File: src/rtl/acc_pkg.sv
package acc_pkg;
  localparam int ADR_OPA   = 0;
  localparam int ADR_OPB   = 1;
  localparam int ADR_ACC   = 2;
  localparam int ADR_RES   = 3;
  localparam int ADR_LOCK  = 4;
  localparam int ADR_CTRL  = 5;
  localparam int ADR_FLAG  = 6;

  localparam int CB_GO   = 0;
  localparam int CB_IEN  = 1;
  localparam int CB_BUSY = 2;
  localparam int CB_DONE = 3;
endpackage

File: src/rtl/acc_rst_sync.sv
module acc_rst_sync #(
  parameter int STAGES = 2
) (
  input  logic clk,
  input  logic rst_n,
  output logic rst_s_n
);
  logic [STAGES-1:0] sh_q;

  always_ff @(posedge clk or negedge rst_n) begin
    if (!rst_n) sh_q <= '0;
    else        sh_q <= {sh_q[STAGES-2:0], 1'b1};
  end

  assign rst_s_n = sh_q[STAGES-1];
endmodule

File: src/rtl/acc_lock.sv
module acc_lock (
  input  logic clk,
  input  logic rst_n,
  input  logic rd_hit,
  input  logic wr_hit,
  output logic lock_q
);
  logic lock_d;
  logic lock_en;

  always_comb begin
    lock_en = rd_hit | wr_hit;
    lock_d  = ~wr_hit;
  end

  always_ff @(posedge clk or negedge rst_n) begin
    if (!rst_n)       lock_q <= 1'b0;
    else if (lock_en) lock_q <= lock_d;
  end
endmodule

File: src/rtl/acc_mac_core.sv
module acc_mac_core #(
  parameter int OP_W  = 16,
  parameter int RES_W = 32,
  parameter int LAT   = 4
) (
  input  logic             clk,
  input  logic             rst_n,
  input  logic             start,
  input  logic [OP_W-1:0]  op_a,
  input  logic [OP_W-1:0]  op_b,
  input  logic [RES_W-1:0] acc_in,
  output logic             busy,
  output logic             fin,
  output logic [RES_W-1:0] res,
  output logic             sat
);
  localparam int PROD_W = 2 * OP_W;
  localparam int WIDE_W = (RES_W > PROD_W + 1) ? RES_W : PROD_W + 1;
  localparam int SUM_W  = WIDE_W + 1;
  localparam int CNT_W  = $clog2(LAT) + 1;
  localparam logic signed [SUM_W-1:0] MAX_V = SUM_W'((64'd1 << (RES_W - 1)) - 64'd1);
  localparam logic signed [SUM_W-1:0] MIN_V = -MAX_V - SUM_W'(1);

  logic signed [PROD_W-1:0] prod;
  logic signed [SUM_W-1:0]  sum;
  logic [RES_W-1:0]         res_d, res_q;
  logic                     sat_d, sat_q;
  logic                     busy_d, busy_q;
  logic [CNT_W-1:0]         cnt_d, cnt_q;

  always_comb begin
    prod = $signed(op_a) * $signed(op_b);
    sum  = (SUM_W'(prod) <<< 1) + SUM_W'($signed(acc_in));
    if (sum > MAX_V) begin
      res_d = RES_W'(MAX_V);
      sat_d = 1'b1;
    end else if (sum < MIN_V) begin
      res_d = RES_W'(MIN_V);
      sat_d = 1'b1;
    end else begin
      res_d = RES_W'(sum);
      sat_d = 1'b0;
    end
  end

  always_comb begin
    busy_d = busy_q;
    cnt_d  = cnt_q;
    if (start && !busy_q) begin
      busy_d = 1'b1;
      cnt_d  = CNT_W'(LAT - 1);
    end else if (busy_q) begin
      if (cnt_q == '0) busy_d = 1'b0;
      else             cnt_d  = cnt_q - CNT_W'(1);
    end
  end

  always_ff @(posedge clk or negedge rst_n) begin
    if (!rst_n) begin
      busy_q <= 1'b0;
      cnt_q  <= '0;
      res_q  <= '0;
      sat_q  <= 1'b0;
    end else begin
      busy_q <= busy_d;
      cnt_q  <= cnt_d;
      if (start && !busy_q) begin
        res_q <= res_d;
        sat_q <= sat_d;
      end
    end
  end

  assign busy = busy_q;
  assign fin  = busy_q & (cnt_q == '0);
  assign res  = res_q;
  assign sat  = sat_q;
endmodule

File: src/rtl/acc_regif_top.sv
module acc_regif_top #(
  parameter int ADDR_W = 4,
  parameter int DATA_W = 32,
  parameter int OP_W   = 16,
  parameter int LAT    = 4
) (
  input  logic              clk,
  input  logic              rst_n,
  input  logic [ADDR_W-1:0] addr,
  input  logic              we,
  input  logic [DATA_W-1:0] wdata,
  input  logic              re,
  output logic [DATA_W-1:0] rdata,
  output logic              busy,
  output logic              irq
);
  import acc_pkg::*;

  logic              rst_s_n;
  logic              hit_opa, hit_opb, hit_acc, hit_res, hit_lock, hit_ctrl, hit_flag;
  logic              wr_ok;
  logic              go_wr;
  logic [OP_W-1:0]   opa_q, opa_d;
  logic [OP_W-1:0]   opb_q, opb_d;
  logic [DATA_W-1:0] acc_q, acc_d;
  logic [DATA_W-1:0] result_q, result_d;
  logic              flag_q, flag_d;
  logic              go_q, go_d;
  logic              done_q, done_d;
  logic              ien_q, ien_d;
  logic [DATA_W-1:0] rdata_q, rdata_d;
  logic              lock_q;
  logic              core_busy, core_fin, core_sat;
  logic [DATA_W-1:0] core_res;
  logic              busy_any;

  acc_rst_sync #(.STAGES(2)) i_rst_sync (
    .clk(clk), .rst_n(rst_n), .rst_s_n(rst_s_n)
  );

  always_comb begin
    hit_opa  = (addr == ADDR_W'(ADR_OPA));
    hit_opb  = (addr == ADDR_W'(ADR_OPB));
    hit_acc  = (addr == ADDR_W'(ADR_ACC));
    hit_res  = (addr == ADDR_W'(ADR_RES));
    hit_lock = (addr == ADDR_W'(ADR_LOCK));
    hit_ctrl = (addr == ADDR_W'(ADR_CTRL));
    hit_flag = (addr == ADDR_W'(ADR_FLAG));
  end

  acc_lock i_lock (
    .clk(clk), .rst_n(rst_s_n),
    .rd_hit(re & hit_lock), .wr_hit(we & hit_lock),
    .lock_q(lock_q)
  );

  acc_mac_core #(.OP_W(OP_W), .RES_W(DATA_W), .LAT(LAT)) i_core (
    .clk(clk), .rst_n(rst_s_n), .start(go_q),
    .op_a(opa_q), .op_b(opb_q), .acc_in(acc_q),
    .busy(core_busy), .fin(core_fin), .res(core_res), .sat(core_sat)
  );

  assign busy_any = go_q | core_busy;

  always_comb begin
    wr_ok    = we & ~busy_any;
    go_wr    = wr_ok & hit_ctrl & wdata[CB_GO];
    opa_d    = (wr_ok & hit_opa) ? wdata[OP_W-1:0] : opa_q;
    opb_d    = (wr_ok & hit_opb) ? wdata[OP_W-1:0] : opb_q;
    acc_d    = (wr_ok & hit_acc) ? wdata : acc_q;
    ien_d    = (we & hit_ctrl) ? wdata[CB_IEN] : ien_q;
    go_d     = go_wr;
    result_d = core_fin ? core_res : result_q;
    flag_d   = core_fin ? core_sat : flag_q;
    if (go_wr)         done_d = 1'b0;
    else if (core_fin) done_d = 1'b1;
    else               done_d = done_q;
  end

  always_comb begin
    rdata_d = '0;
    if (re) begin
      if (hit_opa)  rdata_d = DATA_W'(opa_q);
      if (hit_opb)  rdata_d = DATA_W'(opb_q);
      if (hit_acc)  rdata_d = acc_q;
      if (hit_res)  rdata_d = result_q;
      if (hit_lock) rdata_d = DATA_W'(lock_q);
      if (hit_ctrl) begin
        rdata_d[CB_GO]   = go_q;
        rdata_d[CB_IEN]  = ien_q;
        rdata_d[CB_BUSY] = busy_any;
        rdata_d[CB_DONE] = done_q;
      end
      if (hit_flag) rdata_d = DATA_W'(flag_q);
    end
  end

  always_ff @(posedge clk or negedge rst_s_n) begin
    if (!rst_s_n) begin
      opa_q    <= '0;
      opb_q    <= '0;
      acc_q    <= '0;
      result_q <= '0;
      flag_q   <= 1'b0;
      go_q     <= 1'b0;
      done_q   <= 1'b0;
      ien_q    <= 1'b0;
      rdata_q  <= '0;
    end else begin
      opa_q    <= opa_d;
      opb_q    <= opb_d;
      acc_q    <= acc_d;
      result_q <= result_d;
      flag_q   <= flag_d;
      go_q     <= go_d;
      done_q   <= done_d;
      ien_q    <= ien_d;
      rdata_q  <= rdata_d;
    end
  end

  assign rdata = rdata_q;
  assign busy  = busy_any;
  assign irq   = done_q & ien_q;
endmodule

File: config.mk
export PLATFORM = sky130hd
export DESIGN_NAME = acc_regif_top
export DESIGN_NICKNAME = d
export VERILOG_FILES = /design/src/rtl/acc_pkg.sv /design/src/rtl/acc_rst_sync.sv /design/src/rtl/acc_lock.sv /design/src/rtl/acc_mac_core.sv /design/src/rtl/acc_regif_top.sv
export SDC_FILE = /design/constraint.sdc
export NUM_CORES = 1
export LEC_CHECK = 0
export ABC_CLOCK_PERIOD_IN_PS = 6100
export CORE_UTILIZATION = 40
export DETAILED_ROUTE_END_ITERATION = 12
export GPL_ROUTABILITY_DRIVEN = 0
export HOLD_SLACK_MARGIN = 0.12
export MAX_ROUTING_LAYER = met4
export SETUP_SLACK_MARGIN = 0.2
export SLEW_MARGIN = 20
export SYNTH_ARGS = -nofsm -noshare
export SYNTH_HDL_FRONTEND = slang
export SYNTH_HIERARCHICAL = 1
export SYNTH_SLANG_ARGS = --single-unit
File: constraint.sdc
create_clock -name clk -period 6.1 [get_ports clk]
set_clock_uncertainty 0.05 [all_clocks]
set_input_delay 1.22 -clock clk [delete_from_list [all_inputs] [get_ports clk]]
set_output_delay 1.22 -clock clk [all_outputs]
set_load 0.005 [all_outputs]
* After elaboration in Yosys (flattened, before gate mapping)
Index checks and enable logic that the tools add are counted.
** Cells by class
- Add/subtract/negate cells :: 2
- Multiply operators :: 1
- Order comparisons :: 2
- Equality and inequality tests :: 7
- Muxes and demuxes :: 20
- Bitwise operators :: 15
- Reduce and logical (&&, ||, !) cells :: 7
** Operator list (number)
- 32-bit 2-to-1 mux :: 7
- 33-bit by 32-bit adder with 34-bit output :: 1
- 34-bit by 32-bit > comparator with 1-bit output (second input constant) :: 1
- 34-bit by 32-bit less-than comparator with 1-bit output (second input constant) :: 1
- 16-bit by 16-bit multiplier with 32-bit output :: 1
- 16-bit 2-to-1 mux :: 2
- 4-bit by 3-bit equality test with 1-bit output (second input constant) :: 3
- 1-bit AND :: 11
- 3-bit 2-to-1 mux :: 3
- 4-bit by 2-bit equality test with 1-bit output (second input constant) :: 2
- 1-bit 2-to-1 mux :: 7
- 4-bit by 1-bit equality test with 1-bit output (second input constant) :: 1
- 4-bit zero test :: 1
- 4-bit 2-to-1 mux :: 1
- 2-bit nonzero test :: 2
- 3-bit zero test :: 1
- 3-bit by 1-bit subtractor with 3-bit output (second input constant) :: 1
- 2-bit by 1-bit inequality test with 1-bit output (second input constant) :: 1
- 1-bit inverter :: 2
- 1-bit bitwise OR :: 2
- 2-bit AND reduction :: 1
- 1-bit logical AND :: 1
- 1-bit zero test :: 1
** Storage, ports and cells
- Register bits :: 172
- Bits of input ports :: 40
- Word-level logic and storage cells :: 69

* Depth between registers and ports, before layout
- Word-level depth :: 9
- Depth in mapped cells :: 35
- Gate-level depth less buffers :: 33

* Hierarchy
The synthesis kept the hierarchy.
** By module, submodules not included
- acc_mac_core :: instances 1, cells an instance 1488, area an instance 13409.1 um^2
- acc_regif_top :: instances 1, cells an instance 376, area an instance 5413.9 um^2
- acc_rst_sync :: instances 1, cells an instance 3, area an instance 53.8 um^2
- acc_lock :: instances 1, cells an instance 2, area an instance 35.0 um^2

* Worst setup path after synthesis
No wires, ideal clock.
- Kind :: reg-to-reg
- From :: register opb_q[15]
- To :: register i_core.res_q[16] (netlist: i_core/res[16])
- Setup time :: 0.143 ns
- Arrival :: 7.840 ns
- Path slack :: -1.933 ns
- Cell stages (with the launch flop) :: 31
- Buffers on the path :: 2
- Clock period less this slack :: 8.033 ns
- Cells stage by stage :: dfrtp_1 -> inv_1 -> clkbuf_1 -> nor2_1 -> fa_1 -> fa_1 -> fa_1 -> fa_1 -> fa_1 -> inv_1 -> fa_1 -> inv_1 -> ha_1 -> o21ai_0 -> nand2b_1 -> and3_1 -> a22o_1 -> nor3_1 -> o21ai_0 -> a21oi_1 -> xnor2_1 -> ha_1 -> and2_1 -> a2111oi_0 -> a21oi_1 -> a41o_4 -> a21o_1 -> or4_4 -> nand4b_4 -> buf_8 -> o211ai_2
** On the way
- Word-level cells in the longest chain between the ends :: 5
- Elaborated cells on any way between the ends :: 6
- Those cells by class :: add/sub: 1; mul: 1; order compare: 2; mux: 2
** RTL lines
- from (decl) :: line acc_regif_top.sv:24 : logic [OP_W-1:0] opb_q, opb_d;
- from (signal assigned) :: line acc_regif_top.sv:111 : opb_q <= opb_d;
- 16-bit by 16-bit multiplier with 32-bit output * :: line acc_mac_core.sv:32 : prod = $signed(op_a) * $signed(op_b);
- 33-bit by 32-bit adder with 34-bit output * :: line acc_mac_core.sv:33 : sum = (SUM_W'(prod) <<< 1) + SUM_W'($signed(acc_in));
- 34-bit by 32-bit less-than comparator with 1-bit output :: line acc_mac_core.sv:37 : end else if (sum < MIN_V) begin
- 32-bit 2-to-1 mux :: line acc_mac_core.sv:37
- 32-bit 2-to-1 mux * :: line acc_mac_core.sv:34 : if (sum > MAX_V) begin
- to (signal assigned) :: line acc_mac_core.sv:68 : res_q <= res_d;
- to (decl) :: line acc_mac_core.sv:26 : logic [RES_W-1:0] res_d, res_q;
Every way passes the cells marked *; elsewhere a longest branch is shown, timed or not.
A chain may end at the register's enable or synchronous reset.

* Worst setup path in the final report
- From :: register opb_q[6]
- To :: register i_core.res_q[8] (netlist: i_core/res[8])
The elaborated chain is that of the path after synthesis.

==> out/results.tsv <==
metric	value	unit
outcome	complete, but fails checks	
violations	setup timing	
ff2ff_setup_slack	-2.02	ns
synth_area_leaders	fa_1 (28%), dfrtp_1 (23%), ha_1 (7.7%)	
rows	79	
avgSynthCellArea	10.1	um^2
timing.rr.start	opb_q[6]	
highest_layer	met4	
synth_top_cell_by_area	fa_1	
crit_path_start_kind	register	
synth-async-reset-ratio	100	%
cts_tree	yes	
dp.final_hpwl	40600	um
ant_nets	0	
fp.dieH	219	um
worstPathMaxFanout	7	
cts_root_buf	clkbuf_16	
clkSlewWorstSetupHoldPaths	0.07	ns
final.fill_count	4184	
antenna_found_initial	0	
slew_viol_final	0	
synth-seq-area-share	22.8	%
synth_cells	1869	
cts_buffer_depth	2	
crit_top_cell	fa_1	
numCtsBuffers	17	
netlist_area	0.0189	mm^2
synth.net_count	2288	
grt_max_degree	77	
dr.first_iter.drc_count	611	
ios	74	
max-slew-margin-rel	28.5	%
yosys_warnings	6	
hold_violations	0	
reg2regPathDepth	31	
path_delay_family	adder cells	
die_w	219	um
htreeDepth	4	
critical_path_arrival	8.38	ns
dieArea	0.0482	mm^2
setup_ws	-2.02	ns
place_area	0.0222	mm^2
wl_met1	23100	um
final-setup-viol-count	33	
start_util	40.6	%
synth_seq_cells	172	
synthFlopType	dfrtp_1	
core_region_area	0.0466	mm^2
io_buffers	73	
grt_overflow	0	
crit_path_top_delay_cell	fa_1	
drc	0	
end_kind	register	
diodes	0	
drive_gt1_share	26.8	%
rsz0062_at_grt	true	
grt_pass1_wl	82700	um
cap_violations	0	
crit_type	register to register	
hold_class	register to async pin	
dr_wl_met2	24300	um
route.vias.total	14300	
detail_route.wl_per_cell	18.0	um
insertion_delay	0.44	ns
synthDistinctLibCells	89	
fmax	0.123	GHz
rr_endpoint	i_core/res[8]	
min_period_over_period	133	%
min_period	8.12	ns
nNetsFinal	2601	
crit_buf_inv	6	
firstDrtPassIters	8	
totalWireLength	50600	um
routed-wl-met3	2210	um
vias_per_cell	5.10	
yosysTopAreaCellShare	27.8	%
crit_start	opb_q[6]	
tightest_slew	1.07	ns
syn_to_final_growth	24.5	%
grt_pass1_vias	15200	
cts_sinks	172	
grt_usage	22.8	%
synth_edf_count	0	
stdcell_area	0.0236	mm^2
max_stage_delay	0.56	ns
cp_data_required_time	6.36	ns
repair_timing:
action	CTS	global route
resized for setup	56	39
buffers inserted	22	6
setup endpoints to repair	33	33
gates cloned	1	4
pin swaps	28	46
hold buffers	0	0
cell type report:
cell class | instances | area [um^2] | share of cell area (%)
repair buffers | 365 | 3240 | 13.8
multi-input cells | 1295 | 13400 | 56.9
flip-flops and latches | 172 | 4330 | 18.4
clock buffers | 18 | 429 | 1.82
clock inverters | 14 | 151 | 0.643
well taps | 607 | 759 | 3.22
inverters | 331 | 1240 | 5.28
per-layer routing:
metal	GRT usage [%]	vias up
li1	-	6603
met1	31.1	7342
met2	35.6	284
met3	3.70	48
met4	5.42	0
met5	-	-
state kept, by name, indices dropped and copies added (netlist names), 2 cells and up:
register	cells
opa_q	16
rdata	32
result_q	32
i_rst_sync/sh_q	2
acc_q	32
i_core/res	32
opb_q	16
i_core/cnt_q	3
worst max-delay path by stage:
stage                endpoint  slack (ns)  cells past startpoint
4_1_cts         i_core/res[5]       -1.95                     33
3_3_place_gp   i_core/res[16]       -2.10                     30
5_1_grt         i_core/res[8]       -2.25                     32
3_5_place_dp   i_core/res[16]       -2.23                     30
2_1_floorplan  i_core/res[16]       -1.57                     31
6_report        i_core/res[8]       -2.02                     31
Yosys cell counts (all sizes together), types with 4 or more instances:
library cell and number:
o21bai 8, ha 116, o21a 10, nor3 9, mux2i 9, a22oi 30, nand3b 4, buf 33
nand2 195, a21oi 61, nor2b 7, and2 127, mux2 112, nand4 6, nand2b 16, a21o 18
and3 16, o211ai 31, xnor2 47, a31oi 7, o21ai 42, a32oi 5, a22o 4, nand3 9
dfrtp 172, inv 331, nor2 62, clkbuf 37, or3 5, or2 4, a211oi 11, fa 263
xor2 18
kinds of logic after synthesis:
group	after synthesis	share of synthesized area (%)
mux	122	7.26
buf+inv	402	8.77
fa+ha+maj	379	35.5
other cells	1	0.0198
compound gates	256	10.0
flops	172	22.8
simple gates	472	12.7
xor+xnor	65	3.01
stage by stage:
stage	setup TNS (ns)	setup slack, ns	instances	utilization [%]	hold WS, ns
2_1_floorplan	-50.07	-1.57	1869	-	0.281
4_1_cts	-62.64	-1.95	2792	49.9	0.209
3_3_place_gp	-68.02	-2.10	2737	47.8	0.199
5_1_grt	-72.17	-2.25	2802	50.6	0.226
3_5_place_dp	-72.12	-2.23	2737	47.8	0.210
6_report	-64.10	-2.02	2802	50.6	0.186
placed cells by master, fill, tap and decap left out, drive strengths merged, types with 62 or more instances in the layout:
| cell type | n |
|---|---|
| nor2 | 62 |
| fa | 263 |
| nand2 | 195 |
| and2 | 127 |
| buf | 288 |
| mux2 | 112 |
| clkdlybuf4s50 | 73 |
| ha | 116 |
| inv | 339 |
| dfrtp | 172 |
Power is not shown: default switching activity piles up to over one toggle a cycle in this logic, so the estimate is an artifact.
